`src/rtl/dma_req_ctrl.sv`:
```
module dma_req_ctrl (
  input  logic clk,
  input  logic rst_n,
  input  logic dma_en,
  input  logic stereo,
  input  logic recording,
  input  logic pol_req_l,
  input  logic pol_req_r,
  input  logic pol_ack_l,
  input  logic pol_ack_r,
  input  logic l_empty,
  input  logic l_half,
  input  logic l_full,
  input  logic r_empty,
  input  logic r_half,
  input  logic r_full,
  input  logic ack_l_pin,
  input  logic chsel_ack_pin,
  input  logic io_wr_n,
  input  logic io_rd_n,
  output logic req_l_pin,
  output logic flag_req_pin,
  output logic push_l,
  output logic pop_l,
  output logic push_r
);

  logic dual;
  logic req_l, req_r;
  logic set_l, clr_l, set_r, clr_r;
  logic [2:0] wr_s, rd_s, al_s, ar_s;
  logic wr_rise, rd_rise, al_act, ar_act;

  assign dual  = dma_en & stereo & ~recording;

  assign set_l = recording ? l_half  : ~l_half;
  assign clr_l = recording ? l_empty : l_full;
  assign set_r = ~r_half;
  assign clr_r = r_full;

  always_ff @(posedge clk or negedge rst_n) begin
    if (!rst_n) begin
      req_l <= 1'b0;
      req_r <= 1'b0;
    end else begin
      req_l <= dma_en & ~clr_l & (set_l | req_l);
      req_r <= dual & ~clr_r & (set_r | req_r);
    end
  end

  assign req_l_pin    = req_l ^ pol_req_l;
  assign flag_req_pin = dual ? (req_r ^ pol_req_r)
                             : ((stereo & chsel_ack_pin) ? r_full : l_full);

  always_ff @(posedge clk or negedge rst_n) begin
    if (!rst_n) begin
      wr_s <= 3'b111;
      rd_s <= 3'b111;
      al_s <= 3'b111;
      ar_s <= 3'b111;
    end else begin
      wr_s <= {wr_s[1:0], io_wr_n};
      rd_s <= {rd_s[1:0], io_rd_n};
      al_s <= {al_s[1:0], ack_l_pin};
      ar_s <= {ar_s[1:0], chsel_ack_pin};
    end
  end

  assign wr_rise = wr_s[1] & ~wr_s[2];
  assign rd_rise = rd_s[1] & ~rd_s[2];
  assign al_act  = ~(al_s[2] ^ pol_ack_l);
  assign ar_act  = dual & ~(ar_s[2] ^ pol_ack_r);

  always_ff @(posedge clk or negedge rst_n) begin
    if (!rst_n) begin
      push_l <= 1'b0;
      pop_l  <= 1'b0;
      push_r <= 1'b0;
    end else begin
      push_l <= dma_en & al_act & wr_rise;
      pop_l  <= dma_en & al_act & rd_rise;
      push_r <= dma_en & ~al_act & ar_act & wr_rise;
    end
  end

  assert_play_full_R1: assert property (@(posedge clk) disable iff (!rst_n)
    (dma_en && !recording && l_full) |=> !req_l);
  assert_rec_empty_R2: assert property (@(posedge clk) disable iff (!rst_n)
    (dma_en && recording && l_empty) |=> !req_l);
  assert_right_idle_R7: assert property (@(posedge clk) disable iff (!rst_n)
    !(dma_en && stereo && !recording) |=> !req_r);
  assert_left_wins_R9: assert property (@(posedge clk) disable iff (!rst_n)
    !(push_l && push_r));
  assert_dma_off_R10: assert property (@(posedge clk) disable iff (!rst_n)
    !dma_en |=> (!req_l && !req_r && !push_l && !pop_l && !push_r));
  assert_one_cycle_R12: assert property (@(posedge clk) disable iff (!rst_n)
    (push_l || pop_l || push_r) |=> !(push_l || pop_l || push_r));

endmodule

```
`config.mk`:
```
export PLATFORM = sky130hd
export DESIGN_NAME = dma_req_ctrl
export DESIGN_NICKNAME = d
export VERILOG_FILES = /design/src/rtl/dma_req_ctrl.sv
export SDC_FILE = /design/constraint.sdc
export NUM_CORES = 1
export LEC_CHECK = 0
export BUFFER_PORTS_ARGS = -buffer_cell sky130_fd_sc_hd__buf_2
export CORE_AREA = 3 3 41 43
export DETAILED_ROUTE_END_ITERATION = 6
export DIE_AREA = 0 0 44 46
export GPL_TIMING_DRIVEN = 0
export PLACE_DENSITY = 0.76
export SLEW_MARGIN = 20
export SYNTH_ARGS = -nofsm -noshare
export SYNTH_HDL_FRONTEND = slang
export SYNTH_SLANG_ARGS = --single-unit
```
`constraint.sdc`:
```
create_clock -name clk -period 1.2 [get_ports clk]
set_input_delay 0.06 -clock clk [delete_from_list [all_inputs] [get_ports clk]]
set_output_delay 0.06 -clock clk [all_outputs]
set_load 0.02 [all_outputs]
```
[After elaboration in Yosys (flattened, before gate mapping)]
Index checks and enable logic that the tools add are counted.
Storage, ports and cells
  flip-flop bits (word level): 17
  output and inout bits: 5
  word-level logic and storage cells: 44
Operators by class
  muxes and demuxes: 4
  bitwise logic cells: 31
Operators with widths (number)
  1-bit bitwise AND: 16
  1-bit NOT: 9
  1-bit two-way mux: 4
  1-bit XOR: 4
  1-bit OR: 2

[Depth between registers and ports, before layout]
Gate-level depths: netlist of the first run.
  depth after elaboration: 5
  mapped depth: 3

[Worst setup path before layout of the first run]
No wires, ideal clock.
  kind: register to register
  start point: reg al_s[2]
  end point: reg push_r
  setup time: 0.080 ns
  data arrival time: 0.947 ns
  slack: 0.172 ns
  stages on the path, launching flop included: 4
  clock period less this slack: 1.028 ns
  cell sequence: dfstp_2 -> xor2_1 -> nand3b_1 -> nor3_2
On the way
  word-level cells in the longest chain between the ends: 4
Ends and longest elaborated chain
  start, declared: RTL line 31  | logic [2:0] wr_s, rd_s, al_s, ar_s;
  start signal, assigned: RTL line 64  | al_s <= {al_s[1:0], ack_l_pin};
  1-bit XOR: RTL line 71  | assign al_act = ~(al_s[2] ^ pol_ack_l);
  1-bit bitwise AND (3 in a row): RTL line 82  | push_r <= dma_en & ~al_act & ar_act & wr_rise;
  end signal, assigned: RTL line 82
  end, declared: RTL line 25  | output logic push_r
No other way between the ends.

[Worst setup path after layout of the first run]
  start point: reg req_r
  end point: out flag_req_pin
On the way
  word-level cells in the longest chain between the ends: 2
Ends and longest elaborated chain
  start, declared: RTL line 29  | logic req_l, req_r;
  start signal, assigned: RTL line 47  | req_r <= dual & ~clr_r & (set_r | req_r);
  1-bit XOR: RTL line 52  | assign flag_req_pin = dual ? (req_r ^ pol_req_r)
  1-bit two-way mux: RTL line 52
  end, declared: RTL line 22  | output logic flag_req_pin,
No other way between the ends.

==> results.yml, run 1 <==
critical_path:
  crit_chain: "xor2_1, nor2_1, a21oi_2, buf_6"
  end_kind: "output pin"
  worstPathArrival_ns: 1.10
  cp.required_ns: 1.14
  worstPathMaxFanout: 2
  startpoint_type: "flop"
  cp_slowest_cell: "dfrtp_1"
  crit_type: "reg2out"
  cp_slowest_stage_delay_ns: 0.40
flow_run:
  cap_violations: 0
detailed_routing:
  drtIter0Drc: 0
  first_pass_iters: 1
  drc: 0
  vias_per_cell: 4.41
  wl_um: 1030
  vias: 379
  ant_nets: 0
  wire_per_inst_um: 12.0
synthesis:
  synth_seq_area_share: 0.754
  yosysUniqueCellTypes: 15
  syn_inst: 39
  yosys_warnings: 0
  avgSynthCellArea_sq_um: 15.0
  synth_seq_cells: 17
  syn-cell-area_sq_um: 584
  synth_fp_nets: 58
grt:
  grt_use_total: 0.116
  grt-ovfl-total: 0
  grt_pass1_vias: 361
  grt_max_degree: 18
  grt_pass1_wl_um: 1590
  antenna_found_initial: 0
sta:
  worst-slew-pin-transition_ns: 0.358
  totalNegativeSetupSlack_ns: 0
  drv_slew: 0
  max_freq_ghz: 0.864
  rsz0062_at_grt: "true"
  fin_crit_sh: 0.964
  finClkSkew_ns: 0.00217
  hold_viol: 0
  slew_headroom: 0.761
  setup_viol: 0
  min_period_ns: 1.16
  holdWs_ns: 0.0338
pwr:
  ir_worst_vdd_v: 0.000927
  p_per_area_nw_per_um2: 1250
  leakagePower_uw: 0.000384
  p_total_uw: 1020
place:
  gp_congestion: 0.624
  portBuffers: 22
  dp_hpwl_um: 712
final_layout:
  syn_to_final_growth_pct: 39.8
  layout-drive-gt1-share: 0.563
  nets: 91
  antenna_cells: 0
clock_network:
  cts_buffer_depth: 2
  clk_pin_slew_ns: 0.09
  cts.sinks: 17
  cts_setup_buffers: 0
  cts-buffers-inserted: 3
  cts_root_buf: "clkbuf_4"
  h-tree-depth: 1
  cts_tree: "done"
  clk_latency_ns: 0.27
die:
  die_area_sq_um: 2020
  die_height_um: 46
  initial_core_util: 0.438
  ios: 24
  num_rows: 13
  chipWidth_um: 44
  fp.coreArea_sq_um: 1330
hold_path:
  min_path_type: "in2reg"
status:
  status: "finished, final reports clean"
==> routing by layer <==
layer  up-vias  track usage  share of wire
li1        194            -              -
met1       172        0.126           0.37
met2        11        0.206           0.57
met3         2       0.0356          0.044
met4         0       0.0542         0.0078
met5         -            0              0
==> cell usage after synthesis <==
cell | count | area share
nor3_2 | 1 | 0.017
o21a_1 | 1 | 0.013
a211oi_1 | 1 | 0.013
a21oi_1 | 1 | 0.0086
xor2_1 | 4 | 0.060
mux2i_1 | 1 | 0.017
inv_1 | 1 | 0.0064
dfstp_2 | 12 | 0.54
nand2_1 | 2 | 0.013
nor2_1 | 3 | 0.019
nor3b_1 | 1 | 0.013
nor2b_1 | 1 | 0.011
nand3b_1 | 3 | 0.039
nor3_1 | 2 | 0.017
dfrtp_1 | 5 | 0.21
==> stage by stage <==
step                area, sq um  setup WS [ns]  utilization  instances
floorplan                   584          0.172            -         39
global placement            713          0.118        0.535         76
detailed placement          713         0.0774        0.535         76
CTS                         802         0.0171        0.601         86
global route                817        -0.0665        0.613         86
finish                      817         0.0429        0.613         86
==> sequential cells by signal, indices dropped and copies added (netlist names) <==
signal / count
push_l: 1
ar_s: 3
pop_l: 1
req_l: 1
push_r: 1
req_r: 1
rd_s: 3
al_s: 3
wr_s: 3
==> critical path: cells and delay by family (launching register included) <==
family | cells | cell delay, ns
buffers and inverters | 1 | 0.13
DFF | 1 | 0.40
and+or+nand+nor | 1 | 0.06
AOI/OAI and AO/OA | 1 | 0.11
xor gates and xnor gates | 1 | 0.13
==> worst paths after layout <==
kind / start / depth (start not counted) / endpoint / slack (ns)
min in group asynchronous: rst_n / 2 / push_l / 0.22
worst min register to register: ar_s[0] / 0 / ar_s[1] / 0.36
worst max-delay path: req_r / 4 / flag_req_pin / 0.04
worst min-delay path: dma_en / 3 / pop_l / 0.03
max in group asynchronous: rst_n / 2 / rd_s[0] / 0.68
worst max register to register: al_s[2] / 3 / push_r / 0.12
==> power by group <==
group          internal, uW  leakage [uW]  switching, uW  total (uW)
Clock                   129     0.0000150            152         281
Sequential              614      0.000195           10.1         624
Combinational          61.0      0.000174           57.6         119
==> what timing repair did <==
action,CTS,global route
resized for setup,1,3
endpoints found under the hold margin,22,0
pin swaps,1,0
setup endpoints to repair,1,2
hold buffers,6,0
==> logic make-up (layout without fill, tap and decap cells) <==
| logic type | after synthesis | count (layout) | synth area share |
|---|---|---|---|
| compound gates | 3 | 3 | 0.0343 |
| simple gates | 13 | 13 | 0.128 |
| buf+inv | 1 | 33 | 0.00642 |
| xor+xnor | 4 | 4 | 0.0600 |
| mux | 1 | 1 | 0.0171 |
| flops | 17 | 17 | 0.754 |
==> layout make-up <==
type | instances | area, sq um
inverter | 1 | 3.75
fill | 111 | 517
multi-input combinational | 21 | 151
sequential | 17 | 440
tap | 15 | 18.8
clock buffer | 4 | 26.3
timing repair buffer | 28 | 176
==> cell usage in the layout, fill, tap and decap left out, types with 2 or more instances in the layout <==
cell type and instances:
buf_2 21, nand2_1 2, clkbuf_4 3, nor2_1 3, xor2_1 3, dfrtp_1 5, dlygate4sd3_1 6, nand3b_1 3
dfstp_2 12, nor3_1 2
(Power assumes the default switching activity.)
==> run 2: changes to the inputs <==
- CORE_AREA: 3 3 41 43 -> 3 3 40 42
- DIE_AREA: 0 0 44 46 -> 0 0 43 45
- PLACE_DENSITY: 0.76 -> 0.79
- clock period: 1.2 -> 1.4 ns (I/O delays scaled with it)
==> run 2 against run 1 <==
First-iteration DRC count rose by 6. Non-clock buffer count did not move. Count of clock-buffer cells in the layout did not move. Register-to-register slack improved by 0.14 ns. Design area fell by 2.1%. Critical path depth rose by 2.
==> results.yml, run 2 (synthesis results as in run 1) <==
clock_network:
  h-tree-depth: 1
  cts_resized: 0
  cts_tree: "done"
  cts.sinks: 17
  clk_pin_slew_ns: 0.10
  cts_setup_buffers: 0
  cts_root_buf: "clkbuf_4"
  cts_buffer_depth: 2
  cts-buffers-inserted: 3
  clk_latency_ns: 0.28
pwr:
  pwr-share-seq: 0.608
  intPower_uw: 684
  p_sw_frac: 0.221
  pwr-share-comb: 0.109
  p_sw_uw: 194
  p_per_area_nw_per_um2: 1100
  leakagePower_uw: 0.000381
  ir_worst_vdd_v: 0.000758
  p_total_uw: 878
  p_clk_frac: 0.283
critical_path:
  startpoint_type: "primary input"
  cp.required_ns: 1.33
  critPathTopFamily: "buffers and inverters"
  cp_slowest_stage_delay_ns: 0.54
  r2r-end: "push_r"
  worstPathArrival_ns: 1.22
  critPathBufInv: 3
  crit_type: "in2out"
  r2r-start: "al_s[2]"
  cpMostUsedCell: "buf_2"
  worstPathMaxFanout: 2
  cp_slowest_cell: "dlygate4sd3_1"
  crit_chain: "dlygate4sd3_1, buf_2, nand2_1, mux2i_1, a21oi_1, buf_2"
  reg2reg_slack_ns: 0.26
  r2r.worst_path.cells: 3
  end_kind: "output pin"
detailed_routing:
  vias_per_cell: 4.53
  routed.top_layer: "met4"
  route.met3.wl_um: 72
  ant_nets: 0
  drtIter0Drc: 6
  first_pass_iters: 4
  dr_wl_met2_um: 530
  wl_met1_um: 397
  wl_um: 1010
  vias: 390
  wire_per_inst_um: 11.7
  drc: 0
sta:
  setup_viol: 0
  drv_slew: 0
  rsz0062_at_grt: "false"
  worst-slew-pin-transition_ns: 0.358
  slew_headroom: 0.762
  finClkSkew_ns: 0.00823
  holdWs_ns: 0.0268
  layout_setup_ws_ns: 0.108
  min_period_ns: 1.29
  totalNegativeSetupSlack_ns: 0
  fin_crit_sh: 0.923
  max_freq_ghz: 0.774
  hold_viol: 0
grt:
  antenna_found_initial: 0
  grt_use_total: 0.118
  grt_pass1_wl_um: 1620
  grt_max_degree: 18
  grt-ovfl-total: 0
  grt_pass1_vias: 414
final_layout:
  syn_to_final_growth_pct: 36.8
  antenna_cells: 0
  final_cell_mix: "buf_2 (22), dfstp_2 (12), dlygate4sd3_1 (6)"
  nets: 91
  final_common_cell: "buf_2"
  layout-drive-gt1-share: 0.535
die:
  initial_core_util: 0.455
  die_area_sq_um: 1940
  num_rows: 13
  fp.coreArea_sq_um: 1280
  chipWidth_um: 43
  die_height_um: 45
  ios: 24
flow_run:
  cap_violations: 0
hold_path:
  min_to: "pop_l"
  hp-start: "dma_en"
  whs_path_depth: 3
  min_path_type: "in2reg"
status:
  status: "finished, final reports clean"
place:
  preCtsSetupSlack_ns: 0.251
  portBuffers: 22
  dp_hpwl_um: 730
  gp_congestion: 0.651
[run 2: per-stage QoR]
stage,std cells,area [sq um],utilization
2_1_floorplan,39,584,-
3_3_place_gp,76,713,0.555
3_5_place_dp,76,713,0.555
4_1_cts,86,800,0.622
5_1_grt,86,800,0.622
6_report,86,800,0.622
[run 2: final cells by class]
| type | instances | area (sq um) |
|---|---|---|
| Clock buffer | 4 | 26.3 |
| Fill cell | 106 | 485 |
| Inverter | 1 | 3.75 |
| Multi-Input combinational cell | 21 | 140 |
| Sequential cell | 17 | 440 |
| Tap cell | 15 | 18.8 |
| Timing Repair Buffer | 28 | 170 |
[run 2: tightest hold or removal path: cells and delay by family]
family / cells / cell delay [ns]
and+or+nand+nor: 2 / 0.09
buffers and inverters: 1 / 0.12
[run 2: what timing repair did]
action                     in CTS  in global routing
hold endpoints to repair       22                  0
hold buffers                    6                  0
setup endpoints to repair       0                  0
[run 2: per-layer routing]
metal | vias to the layer above | GRT usage
met5 | - | 0
met1 | 181 | 0.121
li1 | 193 | -
met2 | 14 | 0.219
met4 | 0 | 0.0361
met3 | 2 | 0.0518
[run 2: how the worst max path moves through the flow]
stage | startpoint | to | slack [ns] | cells past startpoint
finish | chsel_ack_pin | flag_req_pin | 0.11 | 6
global route | chsel_ack_pin | flag_req_pin | 0.02 | 6
CTS | chsel_ack_pin | flag_req_pin | 0.12 | 6
detailed placement | al_s[2] | push_r | 0.25 | 3
global placement | al_s[2] | push_r | 0.32 | 3
floorplan | al_s[2] | push_r | 0.37 | 3
[run 2: power by group through the flow]
stage                     Combinational, uW  Sequential (uW)  Clock, uW
after floorplan                        32.5              544          0
after global placement                 80.9              541          0
after detailed placement               83.7              543          0
after CTS                              96.6              535        256
after global routing                    107              537        282
final                                  95.3              534        249
